--- config.mk ---
export PLATFORM = sky130hd
export DESIGN_NAME = ticket_vend_ctrl
export DESIGN_NICKNAME = d
export VERILOG_FILES = /design/src/rtl/ticket_vend_pkg.sv /design/src/rtl/tv_key_arbiter.sv /design/src/rtl/tv_qty_counter.sv /design/src/rtl/tv_pay_accum.sv /design/src/rtl/tv_blink_timer.sv /design/src/rtl/ticket_vend_ctrl.sv
export SDC_FILE = /design/constraint.sdc
export NUM_CORES = 1
export LEC_CHECK = 0
export ABC_CLOCK_PERIOD_IN_PS = 9200
export BUFFER_PORTS_ARGS = -buffer_cell sky130_fd_sc_hd__clkbuf_2
export CAP_MARGIN = 40
export CORE_MARGIN = 2
export CORE_UTILIZATION = 40
export CTS_CLUSTER_SIZE = 20
export DETAILED_ROUTE_END_ITERATION = 10
export GPL_TIMING_DRIVEN = 0
export PLACE_DENSITY_LB_ADDON = 0.12
export SLEW_MARGIN = 40
export SYNTH_ARGS = -nofsm -noshare
export SYNTH_HDL_FRONTEND = slang
export SYNTH_SLANG_ARGS = --single-unit
--- constraint.sdc ---
create_clock -name clk -period 9.2 [get_ports clk]
set_clock_uncertainty 0.2 [all_clocks]
set_input_delay 0.46 -clock clk [delete_from_list [all_inputs] [get_ports clk]]
set_output_delay 0.46 -clock clk [all_outputs]
set_load 0.05 [all_outputs]
--- src/rtl/ticket_vend_pkg.sv ---
package ticket_vend_pkg;

    typedef enum logic [1:0] {
        ST_MOVIE = 2'd0,
        ST_QTY   = 2'd1,
        ST_PAY   = 2'd2,
        ST_DONE  = 2'd3
    } stage_e;

    typedef enum logic [2:0] {
        KEY_NONE  = 3'd0,
        KEY_SEL   = 3'd1,
        KEY_UP    = 3'd2,
        KEY_DOWN  = 3'd3,
        KEY_LEFT  = 3'd4,
        KEY_RIGHT = 3'd5
    } key_e;

    typedef struct packed {
        logic sel;
        logic up;
        logic down;
        logic left;
        logic right;
    } key_raw_t;

    localparam int NUM_MOVIES = 4;
    localparam int MOVIE_W    = 2;

    // Bill values in half-dollar units
    localparam int BILL_ONE    = 2;
    localparam int BILL_FIVE   = 10;
    localparam int BILL_TEN    = 20;
    localparam int BILL_TWENTY = 40;

    // Fixed priority: select, up, down, left, right
    function automatic key_e pick_key(input key_raw_t r);
        if (r.sel)        return KEY_SEL;
        else if (r.up)    return KEY_UP;
        else if (r.down)  return KEY_DOWN;
        else if (r.left)  return KEY_LEFT;
        else if (r.right) return KEY_RIGHT;
        else              return KEY_NONE;
    endfunction

    function automatic logic [MOVIE_W-1:0] movie_of_key(input key_e k);
        case (k)
            KEY_RIGHT: return 2'd1;
            KEY_LEFT:  return 2'd2;
            KEY_DOWN:  return 2'd3;
            default:   return 2'd0;
        endcase
    endfunction

    function automatic int bill_of_key(input key_e k);
        case (k)
            KEY_UP:    return BILL_ONE;
            KEY_DOWN:  return BILL_FIVE;
            KEY_LEFT:  return BILL_TEN;
            KEY_RIGHT: return BILL_TWENTY;
            default:   return 0;
        endcase
    endfunction

    function automatic logic is_direction(input key_e k);
        return (k == KEY_UP) || (k == KEY_DOWN) || (k == KEY_LEFT) || (k == KEY_RIGHT);
    endfunction

endpackage

--- src/rtl/tv_key_arbiter.sv ---
module tv_key_arbiter
    import ticket_vend_pkg::*;
(
    input  key_raw_t raw,
    output key_e     key
);
    always_comb begin
        key = pick_key(raw);
    end
endmodule

--- src/rtl/tv_qty_counter.sv ---
module tv_qty_counter #(
    parameter int QTY_W   = 4,
    parameter int MAX_QTY = 9
) (
    input  logic             clk,
    input  logic             rst,
    input  logic             clr,
    input  logic             inc,
    input  logic             dec,
    output logic [QTY_W-1:0] qty
);
    localparam logic [QTY_W-1:0] QTY_MIN = QTY_W'(1);
    localparam logic [QTY_W-1:0] QTY_MAX = QTY_W'(MAX_QTY);

    always_ff @(posedge clk) begin
        if (rst || clr) begin
            qty <= QTY_MIN;
        end else if (inc && (qty < QTY_MAX)) begin
            qty <= qty + QTY_W'(1);
        end else if (dec && (qty > QTY_MIN)) begin
            qty <= qty - QTY_W'(1);
        end
    end
endmodule

--- src/rtl/tv_pay_accum.sv ---
module tv_pay_accum #(
    parameter int AMT_W = 10
) (
    input  logic             clk,
    input  logic             rst,
    input  logic             clr,
    input  logic             add_en,
    input  logic [AMT_W-1:0] bill,
    input  logic [AMT_W-1:0] due,
    output logic [AMT_W-1:0] paid,
    output logic [AMT_W-1:0] change,
    output logic             covered
);
    logic [AMT_W:0] sum;

    always_comb begin
        sum     = {1'b0, paid} + {1'b0, bill};
        covered = add_en && (sum >= {1'b0, due});
    end

    always_ff @(posedge clk) begin
        if (rst || clr) begin
            paid   <= '0;
            change <= '0;
        end else if (add_en) begin
            paid <= sum[AMT_W-1:0];
            if (covered) begin
                change <= sum[AMT_W-1:0] - due;
            end
        end
    end
endmodule

--- src/rtl/tv_blink_timer.sv ---
module tv_blink_timer #(
    parameter int BLINK_CYCLES = 1000000000
) (
    input  logic clk,
    input  logic rst,
    input  logic start,
    output logic active,
    output logic expire
);
    localparam int CNT_W = $clog2(BLINK_CYCLES + 1);
    localparam logic [CNT_W-1:0] LAST = CNT_W'(BLINK_CYCLES - 1);

    logic [CNT_W-1:0] cnt;

    always_comb begin
        expire = active && (cnt == LAST);
    end

    always_ff @(posedge clk) begin
        if (rst) begin
            active <= 1'b0;
            cnt    <= '0;
        end else if (start) begin
            active <= 1'b1;
            cnt    <= '0;
        end else if (expire) begin
            active <= 1'b0;
            cnt    <= '0;
        end else if (active) begin
            cnt <= cnt + CNT_W'(1);
        end
    end
endmodule

--- src/rtl/ticket_vend_ctrl.sv ---
module ticket_vend_ctrl
    import ticket_vend_pkg::*;
#(
    parameter int DEFAULT_MOVIE = 0,
    parameter int PRICE_M0      = 20,
    parameter int PRICE_M1      = 24,
    parameter int PRICE_M2      = 18,
    parameter int PRICE_M3      = 27,
    parameter int QTY_W         = 4,
    parameter int MAX_QTY       = 9,
    parameter int AMT_W         = 10,
    parameter int BLINK_CYCLES  = 1000000000
) (
    input  logic             clk,
    input  logic             rst,
    input  logic             btn_up,
    input  logic             btn_down,
    input  logic             btn_left,
    input  logic             btn_right,
    input  logic             btn_sel,
    output logic [1:0]       movie_idx,
    output logic [QTY_W-1:0] qty,
    output logic [AMT_W-1:0] paid,
    output logic [AMT_W-1:0] change,
    output logic             blink_en
);
    localparam int PRICE_TAB [NUM_MOVIES] = '{PRICE_M0, PRICE_M1, PRICE_M2, PRICE_M3};
    localparam logic [MOVIE_W-1:0] MOVIE_RST = MOVIE_W'(DEFAULT_MOVIE);

    stage_e           stage_q, stage_d;
    key_raw_t         raw;
    key_e             key;
    logic [AMT_W-1:0] price_w;
    logic [AMT_W-1:0] due_w;
    logic [AMT_W-1:0] bill_w;
    logic             clr_all, qty_inc, qty_dec, add_en, movie_set;
    logic             covered, timer_exp;

    always_comb begin
        raw = '{sel: btn_sel, up: btn_up, down: btn_down, left: btn_left, right: btn_right};
    end

    tv_key_arbiter u_arb (
        .raw (raw),
        .key (key)
    );

    // Price lookup and amount due
    always_comb begin
        price_w = '0;
        for (int m = 0; m < NUM_MOVIES; m++) begin
            if (movie_idx == MOVIE_W'(m)) price_w = AMT_W'(PRICE_TAB[m]);
        end
        due_w  = AMT_W'(qty) * price_w;
        bill_w = AMT_W'(bill_of_key(key));
    end

    // Stage sequencing and per-stage key meaning
    always_comb begin
        stage_d   = stage_q;
        clr_all   = 1'b0;
        qty_inc   = 1'b0;
        qty_dec   = 1'b0;
        add_en    = 1'b0;
        movie_set = 1'b0;
        case (stage_q)
            ST_MOVIE: begin
                if (key == KEY_SEL) stage_d = ST_QTY;
                movie_set = is_direction(key);
            end
            ST_QTY: begin
                if (key == KEY_SEL) stage_d = ST_PAY;
                qty_inc = (key == KEY_UP);
                qty_dec = (key == KEY_DOWN);
            end
            ST_PAY: begin
                add_en = is_direction(key);
                if (covered) stage_d = ST_DONE;
            end
            default: begin
                if (timer_exp) begin
                    stage_d = ST_MOVIE;
                    clr_all = 1'b1;
                end
            end
        endcase
    end

    always_ff @(posedge clk) begin
        if (rst) begin
            stage_q <= ST_MOVIE;
        end else begin
            stage_q <= stage_d;
        end
    end

    always_ff @(posedge clk) begin
        if (rst || clr_all) begin
            movie_idx <= MOVIE_RST;
        end else if (movie_set) begin
            movie_idx <= movie_of_key(key);
        end
    end

    tv_qty_counter #(
        .QTY_W   (QTY_W),
        .MAX_QTY (MAX_QTY)
    ) u_qty (
        .clk (clk),
        .rst (rst),
        .clr (clr_all),
        .inc (qty_inc),
        .dec (qty_dec),
        .qty (qty)
    );

    tv_pay_accum #(
        .AMT_W (AMT_W)
    ) u_pay (
        .clk     (clk),
        .rst     (rst),
        .clr     (clr_all),
        .add_en  (add_en),
        .bill    (bill_w),
        .due     (due_w),
        .paid    (paid),
        .change  (change),
        .covered (covered)
    );

    tv_blink_timer #(
        .BLINK_CYCLES (BLINK_CYCLES)
    ) u_blink (
        .clk    (clk),
        .rst    (rst),
        .start  (covered),
        .active (blink_en),
        .expire (timer_exp)
    );

endmodule

==> results.md, run 1 <==
* Post-synth net total at 514
* Worst R2R Path Depth at 19
* Post-synthesis adder-cell area fraction at 15.7%
* Ys Warns at 0
* Switching power at between 0.2 and 0.25 mW
* Setup Buffers After CTS at 0
* Largest area contributor in the netlist: dfxtp_1
* Synth Area in Simple Gates at between 20% and 30%
* Max Fclk at around 180 MHz
* Seq/Total Area, Yosys at ~30%
* Synth top cells by count: nor2_1, dfxtp_1, nand2_1
* Detailed Place HPWL at between 6 and 7 mm
* Number of remaining DRC errors at 0
* Worst Min Path Start: rst
* CTS Buf Count at 9
* Die W at 103 um
* XOR/XNOR Fraction of Synth Area at between 10 and 15%
* Grt ovf at 0
* Total Routing Usage GR at 17.6%
* Hold_ws at between 0.2 and 0.25 ns
* # Max-Cap Violations at 0
* Slew @ Worst Pin at roughly 0.68 ns
* CP Class: register to register
* Internal power at 0.437 mW
* Period minus WS final at approximately 5.6 ns
* Net count, final at 557
* Sw Share at ~35%
* CTS tree: yes
* Synth area leaders: dfxtp_1, ha_1, nor2_1
* Pin count of the biggest net entering global routing at 11
* Yosys cell types at 54
* Wire per inst at ~14 um
* Post-route ant nets at 0
* Clock power share at around a third
* CP Capture Type: register
* Worst R2R Setup Slack at approximately 3.6 ns
* Leakage at 1.87 nW
* Hold EP: u_blink.active
* Seq pwr share at roughly two fifths
* WP data required at slightly above 9 ns
* Chip height at ~100 um
* Status: finished clean
* Worst R2R Start: movie_idx[1]
* Setup TNS at 0 ns
* Yosys top cell area share at 29.9%
* Top-count cell post-synth: nor2_1
* Vias at 3198
* H-Tree Depth at 3
* Clk sink count at 58
* Routed wire length at a little under 9 mm
* Tcrit/Tclk final at 61.3%
* Hold path cells at 2
* Via-per-instance ratio at 5.00
* Largest family of logic cells by synthesized area: simple AND/OR/NAND/NOR gates
* Site Rows at 35
* Core area at 9330 um2
* Final setup violation count at 0
* Worst Hold Class: primary input to register
* Top FF cell, synth: dfxtp_1
* First-pass GRT wire length at 14.5 mm
* Crit start category: register
* Number of global-route vias before repair at between 3000 and 4000
* CTS clk-pin slew, worst paths at roughly 0.070 ns
* Port bufs at 32
* Synthesis-to-layout area growth at 12.8%
* CTS Hold Bufs at 0
* Mapped Cells at 463
* Final Max Slew Viols at 0
* Post-layout util at around 47%
* Initial Utilization at a little over two fifths
* Total power at roughly 0.67 mW
* Placer Congestion at 0.851
* Inserted Diodes at 0
* Die Area at roughly 11000 um2
* I/O Pins at 34
* Initial drt markers at 85
* Combinational share of power at around 28%
* Ys async rst share at 0%
* Layout cells sized above 1 at about 13%
* CTS root buf: clkbuf_8
* Peak supply drop at 70.9 uV
* EDFF count, synth at 0
* Post-synth design cell area at ~3900 um2
* CTS Buffer Depth at 2
* RSZ-0062 raised after global routing: false
* Final Hold Fails at 0
* Crit Reg-Reg Endpoint: stage_q[0]
* Pwr dens at roughly 150 nW/um2
* Yosys reg bits at 58
* # resized after CTS at 0
* Mapped Avg Cell Area at 8.40 um2
* CP arrival at 5.67 ns
* Drt pass-1 iters at 4
* Compound-Gate Fraction of Synth Area at 11.2%
* Worst skew pair latency at 0.34 ns
* Multiplexer share of the synthesized area at slightly below 2%
* Crit-path max FO at 10
* Initial antenna violation count at 0
* Slew HR at a little over half
-- cells by family (layout without fill, tap and decap cells) --
kind of cell	count (synthesis)	count (layout)
buffers and inverters	37	85
AND/OR/NAND/NOR	195	195
other	1	1
flip-flops	58	58
adder cells (fa/ha/maj)	44	44
multiplexers	7	7
XOR/XNOR	54	54
AO/OA/AOI/OAI	67	67
-- sequential cells by signal, summed over array words and instances, names as in the netlist --
name and count:
u_qty.qty 4, u_blink.active 1, u_pay.change 10, movie_idx 2, stage_q 2, u_blink.cnt 30, u_pay.paid 9
-- final cells by class --
class | instances | area, um2
fillers | 940 | 4940
clock buffers | 11 | 141
plain buffers | 16 | 75.1
repair buffers | 32 | 160
flip-flops and latches | 58 | 1160
multi-input cells | 368 | 2580
well taps | 129 | 161
clock inverters | 5 | 30.0
inverters | 21 | 78.8
-- power by group through the flow --
stage | registers, mW | logic (mW) | clock network, mW
global placement | 0.275 | 0.184 | 0
global route | 0.271 | 0.208 | 0.230
CTS | 0.269 | 0.188 | 0.219
detailed placement | 0.275 | 0.187 | 0
floorplan | 0.287 | 0.133 | 0
finish | 0.269 | 0.186 | 0.212
-- cells in the final DEF (no fill, tap or decap), types with 3 or more instances in the layout --
| cell | Yosys | layout |
|---|---|---|
| a211oi_1 | 4 | 4 |
| a21o_1 | 7 | 7 |
| a21oi_1 | 23 | 23 |
| and2_1 | 6 | 6 |
| and3_1 | 11 | 11 |
| and4_1 | 5 | 5 |
| buf_2 | 6 | 6 |
| clkbuf_1 | 7 | 8 |
| clkbuf_2 | 0 | 32 |
| clkbuf_8 | 0 | 10 |
| clkinv_2 | 0 | 3 |
| dfxtp_1 | 58 | 58 |
| fa_1 | 8 | 8 |
| ha_1 | 36 | 36 |
| inv_1 | 21 | 21 |
| mux2i_1 | 6 | 6 |
| nand2_1 | 38 | 38 |
| nand2b_1 | 8 | 8 |
| nand3_1 | 13 | 13 |
| nand4_1 | 6 | 6 |
| nor2_1 | 73 | 73 |
| nor2b_1 | 4 | 4 |
| nor3_1 | 10 | 10 |
| nor4_1 | 4 | 3 |
| o21ai_0 | 11 | 11 |
| o21bai_1 | 3 | 3 |
| or3_1 | 5 | 5 |
| xnor2_1 | 31 | 31 |
| xor2_1 | 23 | 23 |
-- critical path, stage by stage (launching register included) --
cell      delay (ns)
dfxtp_1         0.41
clkbuf_1        0.34
nand3_1         0.16
fa_1            0.53
fa_1            0.56
inv_1           0.07
fa_1            0.45
a21oi_1         0.18
nor2_1          0.05
nor2_1          0.15
o21bai_1        0.09
a21oi_1         0.17
xor2_1          0.26
ha_1            0.33
a21oi_1         0.27
a21boi_0        0.14
a221o_1         0.43
o21ai_4         0.30
a21oi_2         0.13
mux2_4          0.30
-- worst max-delay path by stage --
stage,from,depth (start not counted),endpoint
floorplan,movie_idx[0],19,stage_q[0]
global route,movie_idx[1],20,u_blink.cnt[29]
global placement,movie_idx[0],19,stage_q[0]
detailed placement,movie_idx[0],19,stage_q[0]
finish,movie_idx[1],19,stage_q[0]
CTS,movie_idx[0],19,stage_q[0]
-- per-layer routing --
layer	vias up	share of wire (%)	wire, um	GRT usage, %
li1	1664	-	-	-
met4	0	1.9	162	6.56
met1	1481	47	4120	22.6
met5	-	0	0	0
met2	38	48	4160	29.4
met3	15	2.6	229	3.39
-- per-stage QoR --
stage | worst slack (ns) | area [um2] | cells
2_1_floorplan | 3.96 | 3890 | 463
3_3_place_gp | 3.66 | 4210 | 624
3_5_place_dp | 3.56 | 4220 | 624
4_1_cts | 3.53 | 4390 | 640
5_1_grt | 3.14 | 4390 | 640
6_report | 3.56 | 4390 | 640
(Power assumes the default switching activity.)
==> run 2, diff against run 1 <==
--- a/config.mk
+++ b/config.mk
@@ -5,7 +5,7 @@
 export SDC_FILE = /design/constraint.sdc
 export NUM_CORES = 1
 export LEC_CHECK = 0
-export ABC_CLOCK_PERIOD_IN_PS = 9200
+export ABC_CLOCK_PERIOD_IN_PS = 5100
 export BUFFER_PORTS_ARGS = -buffer_cell sky130_fd_sc_hd__clkbuf_2
 export CAP_MARGIN = 40
 export CORE_MARGIN = 2
==> constraint.sdc (replaced) <==
create_clock -name clk -period 5.1 [get_ports clk]
set_clock_uncertainty 0.2 [all_clocks]
set_input_delay 0.255 -clock clk [delete_from_list [all_inputs] [get_ports clk]]
set_output_delay 0.255 -clock clk [all_outputs]
set_load 0.05 [all_outputs]
==> run 2 against run 1 <==
Die area is the same. Setup slack lost 3.3 ns. Via count grew 1.8%. Sequential share of layout area shrank 0.46 points. Total power grew 88%. Largest power group unchanged.
==> results.md, run 2 (synthesis gave the netlist of run 1 again) <==
* DRT met1 WL at about 4.1 mm
* Max Fclk at between 200 and 250 MHz
* Worst R2R Setup Slack at between 0.3 and 0.4 ns
* Final setup violation count at 0
* Net count, final at 563
* Met2 WL post-DR at approximately 4.5 mm
* Clk sink count at 58
* Hold path cells at 2
* CTS Hold Bufs at 0
* H-Tree Depth at 3
* Initial drt markers at around 100
* Layout cells sized above 1 at between 10% and 20%
* Buf/Inv on CP at 1
* CTS Buffer Depth at 2
* Filler-free cell count of the finished design at approximately 650
* CTS Buf Count at 9
* Tcrit/Tclk final at 93.9%
* Chip height at 103 um
* RSZ-0062 raised after global routing: false
* WP data required at 5.13 ns
* # Max-Cap Violations at 0
* Worst R2R Path Depth at 19
* Total Routing Usage GR at 17.9%
* Crit Reg-Reg Endpoint: stage_q[0]
* Worst skew pair latency at ~0.35 ns
* CP arrival at between 4 and 5 ns
* Initial Utilization at about two fifths
* Crit-path max FO at 8
* Status: finished clean
* Vias at about 3300
* WL met3 at around 200 um
* Fillers at 951
* Post-DP Area at between 4000 and 5000 um2
* Initial antenna violation count at 0
* Placer Congestion at roughly 0.85
* Critical Path Start: movie_idx[0]
* Port bufs at 32
* Grt ovf at 0
* Slew HR at between 50 and 60%
* Number of flip-flops in the largest register at 30
* CTS clk-pin slew, worst paths at approximately 0.07 ns
* Core area at 9330 um2
* Peak supply drop at about 110 uV
* CP top delay family: adder cells
* Placed insts at around 620
* Number of global-route vias before repair at 3068
* Worst R2R Start: movie_idx[0]
* Hold_ws at about 0.016 ns
* Final Hold Fails at 0
* Period minus WS final at roughly 4.8 ns
* Wire per inst at roughly 14 um
* Area of the multi-input gates at 2620 um2
* Biggest registers after layout: u_blink.cnt x30, u_pay.change x10, u_pay.paid x9
* Setup ws final at ~0.31 ns
* Site Rows at 35
* FF+latch area at 1170 um2
* Post-route ant nets at 0
* Commonest non-fill, non-tap cell in the layout: nor2_1
* Worst setup endpoint: stage_q[0]
* CP peak stage delay at 0.56 ns
* Most frequent cells in the layout: nor2_1, dfxtp_1, nand2_1, ha_1, clkbuf_2
* Leakage at about 1.9 nW
* Worst Hold Class: primary input to register
* Detailed Place HPWL at 6.81 mm
* CP Capture Type: register
* I/O Pins at 34
* CP Class: register to register
* Die Area at 10500 um2
* Fin area at approximately 4500 um2
* Die W at 103 um
* Pwr dens at 278 nW/um2
* Via-per-instance ratio at around 5.0
* Crit start category: register
* Top Metal Used: met4
* First-pass GRT wire length at about 15 mm
* WP depth at 19
* Inserted Diodes at 0
* CTS tree: yes
* Synthesis-to-layout area growth at 16.2%
* Slew @ Worst Pin at approximately 0.65 ns
* Drt pass-1 iters at 4
* Pin count of the biggest net entering global routing at 13
* Dpl ws at -0.490 ns
* Final Max Slew Viols at 0
* Largest Register: u_blink.cnt
* Number of remaining DRC errors at 0
* CP cell instances: nor2_4 > nand2_1 > fa_1 > fa_1 > inv_1 > fa_2 > a21oi_2 > nor2_1 > nor2_2 > o21bai_1 > a21oi_1 > xor2_1 > ha_1 > a21oi_2 > o211ai_1 > a221o_1 > o21ai_4 > a21oi_4 > mux2_4
* Routed wire length at approximately 9 mm
* CTS root buf: clkbuf_8
* Critical-path cell with the highest stage delay: fa_1
run 2: worst min-delay path by stage:
stage | from | to | slack (ns)
4_1_cts | rst | u_blink.active | 0.01
3_5_place_dp | u_pay.change[5] | u_pay.change[5] | 0.26
2_1_floorplan | rst | u_qty.qty[0] | 0.17
6_report | rst | u_blink.active | 0.02
5_1_grt | rst | u_blink.active | 0.02
3_3_place_gp | u_pay.change[6] | u_pay.change[6] | 0.25
run 2: final cells by class:
cell class                 instances  share of cell area [%]
clock buffer                      12                    3.43
inverter                          21                    1.74
buffer                            12                    1.55
multi-input combinational        368                    57.9
tap                              129                    3.57
clock inverter                     4                   0.581
sequential                        58                    26.0
timing repair buffer              42                    5.20
run 2: where the power goes:
group	switching [mW]	total [mW]	internal, mW
Sequential	0.0250	0.494	0.469
Combinational	0.208	0.366	0.158
Clock	0.193	0.395	0.202
Total	0.425	1.25	0.829
run 2: metal layers:
layer / up-vias / global-route usage, %
met5: - / 0
met4: 0 / 6.87
met3: 9 / 3.59
met2: 27 / 30.1
met1: 1529 / 22.7
li1: 1689 / -
run 2: through the flow:
step                      util, %  total power [mW]  setup TNS [ns]
final                        48.5              1.25               0
after floorplan                 -             0.758               0
after global placement       45.2             0.828          -14.15
after CTS                    47.3              1.23               0
after detailed placement     45.3             0.835          -17.14
after global routing         48.5              1.33               0
run 2: what timing repair did:
action                                  4_1_cts  5_1_grt
buffers inserted                              2        8
resized for setup                             4       18
endpoints found under the setup margin       43       43
cloned                                        0        0
pin swaps                                     3       11
==> run 3, diff against run 2 <==
--- a/config.mk
+++ b/config.mk
@@ -5,11 +5,13 @@
 export SDC_FILE = /design/constraint.sdc
 export NUM_CORES = 1
 export LEC_CHECK = 0
+export ABC_AREA = 1
 export ABC_CLOCK_PERIOD_IN_PS = 5100
 export BUFFER_PORTS_ARGS = -buffer_cell sky130_fd_sc_hd__clkbuf_2
 export CAP_MARGIN = 40
 export CORE_MARGIN = 2
 export CORE_UTILIZATION = 40
+export CTS_BUF_LIST = sky130_fd_sc_hd__clkbuf_16
 export CTS_CLUSTER_SIZE = 20
 export DETAILED_ROUTE_END_ITERATION = 10
 export GPL_TIMING_DRIVEN = 0
@@ -17,4 +19,5 @@
 export SLEW_MARGIN = 40
 export SYNTH_ARGS = -nofsm -noshare
 export SYNTH_HDL_FRONTEND = slang
+export SYNTH_HIERARCHICAL = 1
 export SYNTH_SLANG_ARGS = --single-unit
==> run 3 against run 2 <==
Flip-flop and latch count is 1 higher. Critical path depth is 5 higher. Register-to-register slack better by 0.12 ns. Highest routed layer unchanged. Clock power is 51% higher. Sequential power is 7.5% higher. Synthesized cell count is 68% higher. Via count is 44% higher. Critical endpoint is now u_blink/cnt[18]. Maximum frequency is 2.5% higher. First-iteration DRC count is 92% higher. Cell area is 27% higher. Area after synthesis is 28% higher. Routed wire length is 37% higher.
==> results.md, run 3 <==
* Status: finished clean
* Commonest non-fill, non-tap cell in the layout: nand2_1
* Max Fclk at 214 MHz
* Number of flip-flops in the largest register at 30
* Mapped Cells at between 700 and 800
* Post-synth design cell area at ~5000 um2
* Top FF cell, synth: dfxtp_1
* Biggest registers after layout: u_blink/cnt x30, u_pay/change x10, u_pay/paid x10
* Number of global-route vias before repair at around 4500
* Final Hold Fails at 0
* CP arrival at approximately 4.7 ns
* Crit start category: register
* Pwr dens at approximately 320 nW/um2
* I/O Pins at 34
* Site Rows at 40
* CTS Buffer Depth at 2
* Initial Utilization at approximately 40%
* Worst R2R Start: u_qty/qty[1]
* Top-count cell post-synth: nand2_1
* Critical-path cell with the highest stage delay: fa_1
* Wire per inst at around 12 um
* Worst skew pair latency at between 0.3 and 0.4 ns
* Placed insts at 981
* Buf/Inv on CP at 6
* Number of remaining DRC errors at 0
* Leakage at 2.83 nW
* Critical Path Start: u_qty/qty[1]
* CP Class: register to register
* Slew @ Worst Pin at approximately 0.59 ns
* Routed wire length at between 10 and 15 mm
* Placer Congestion at 0.848
* Net count, final at about 880
* CP peak stage delay at around 0.55 ns
* # Max-Cap Violations at 0
* Yosys cell types at 37
* Most frequent cells in the layout: nand2_1, inv_1, nor2_1, dfxtp_1, nand3_1
* Worst Min Path Start: btn_sel
* CP cell instances: nand2_1 > fa_1 > fa_1 > inv_1 > ha_1 > a21oi_1 > nand2_1 > xor2_1 > inv_1 > ha_1 > nand2_1 > inv_1 > a21oi_2 > nand2_2 > nand2_2 > nand2_2 > nand2_2 > nand2_4 > nand2_2 > inv_1 > inv_1 > nand3_4 > buf_4 > a21oi_1
* Hold path cells at 6
* Initial drt markers at 196
* Core area at approximately 12000 um2
* CTS tree: yes
* Filler-free cell count of the finished design at 1001
* Fillers at approximately 1300
* Pin count of the biggest net entering global routing at 11
* CP top delay family: adder cells
* Mapped Avg Cell Area at 6.43 um2
* H-Tree Depth at 3
* WP data required at 5.17 ns
* Seq/Total Area, Yosys at 23.7%
* Post-route ant nets at 0
* Largest Register: u_blink/cnt
* Period minus WS final at 4.67 ns
* Clk sink count at 59
* CTS clk-pin slew, worst paths at around 0.060 ns
* Ys Warns at 6
* Synthesis-to-layout area growth at 14.6%
* Synth area leaders: dfxtp_1, nand2_1, ha_1
* Initial antenna violation count at 0
* Die W at ~120 um
* Crit-path max FO at 9
* EDFF count, synth at 0
* Detailed Place HPWL at ~9.7 mm
* Port bufs at 33
* Grt ovf at 0
* Yosys reg bits at 59
* Via-per-instance ratio at ~4.7
* CTS Buf Count at 9
* Chip height at 116 um
* Yosys top cell area share at 23.7%
* Largest area contributor in the netlist: dfxtp_1
* Slew HR at between 60% and 70%
* RSZ-0062 raised after global routing: false
* CTS root buf: clkbuf_16
* Drt pass-1 iters at 5
* First-pass GRT wire length at roughly 21 mm
* Inserted Diodes at 0
* FF+latch area at approximately 1200 um2
* Worst Hold Class: primary input to register
* Layout cells sized above 1 at about 14%
* Synth top cells by count: nand2_1, inv_1, nor2_1
* Total Routing Usage GR at between 15 and 20%
* Final Max Slew Viols at 0
* Vias at ~4700
* Area of the multi-input gates at 3230 um2
* Tcrit/Tclk final at about 92%
* Setup TNS at 0 ns
* CP Capture Type: register
* WP depth at 24
* Final setup violation count at 0
* Die Area at 13400 um2
* Peak supply drop at about 190 uV
* Ys async rst share at 0%
* Worst R2R Path Depth at 24
## run 3: cells by family after synthesis
| family | count (synthesis) | share of synthesized area [%] |
|---|---|---|
| AO/OA/AOI/OAI | 67 | 7.65 |
| flip-flops | 59 | 23.7 |
| other | 1 | 0.0751 |
| XOR/XNOR | 33 | 5.79 |
| adder cells (fa/ha/maj) | 49 | 13.5 |
| buffers and inverters | 151 | 12.3 |
| AND/OR/NAND/NOR | 416 | 37.0 |
## run 3: through the flow
| stage | instance area [um2] | hold WS [ns] | worst slack [ns] | utilization (%) | total power, mW |
|---|---|---|---|---|---|
| finish | 5720 | 0.221 | 0.428 | 47.2 | 1.82 |
| global route | 5720 | 0.282 | 0.00297 | 47.2 | 1.94 |
| CTS | 5680 | 0.208 | 0.104 | 46.9 | 1.83 |
| detailed placement | 5380 | 0.276 | 0.164 | 44.4 | 1.22 |
| global placement | 5380 | 0.263 | 0.201 | 44.4 | 1.20 |
| floorplan | 5010 | 0.124 | 0.453 | - | 1.07 |
## run 3: tightest hold or removal path: stages
cell and delay (ns):
clkbuf_2 0.09, a21oi_1 0.07, nand3_1 0.11, o21ai_0 0.08, nand2_1 0.05, a21oi_1 0.06
## run 3: routing by layer
metal  global-route usage [%]  share of wire, %
met5                        0                 0
met4                     7.22               1.7
met3                     4.03               3.6
met2                     34.4                48
met1                     24.3                46
## run 3: repair_timing
item / in CTS / in global routing
hold endpoints to repair: 1 / 0
setup endpoints to repair: 0 / 30
hold buffers: 1 / 0
buffers inserted: 0 / 3
resized for setup: 0 / 7
## run 3: path summary, 6_finish.rpt
check	end	slack, ns
max	u_blink/cnt[18]	0.43
max reg2reg	u_blink/cnt[18]	0.43
min reg2reg	u_blink/cnt[1]	0.28
min	movie_idx[1]	0.22
## run 3: final cells by class
| type | count | area share, % |
|---|---|---|
| Multi-Input combinational cell | 570 | 56.4 |
| Sequential cell | 59 | 20.7 |
| Inverter | 140 | 9.21 |
| Clock buffer | 9 | 3.94 |
| Tap cell | 168 | 3.68 |
| Timing Repair Buffer | 37 | 3.46 |
| Buffer | 11 | 1.53 |
| Clock inverter | 7 | 1.03 |
## run 3: report_power, final
part           internal [mW]  switching [mW]
Clock                  0.371           0.227
Combinational          0.232           0.455
Sequential             0.497          0.0335
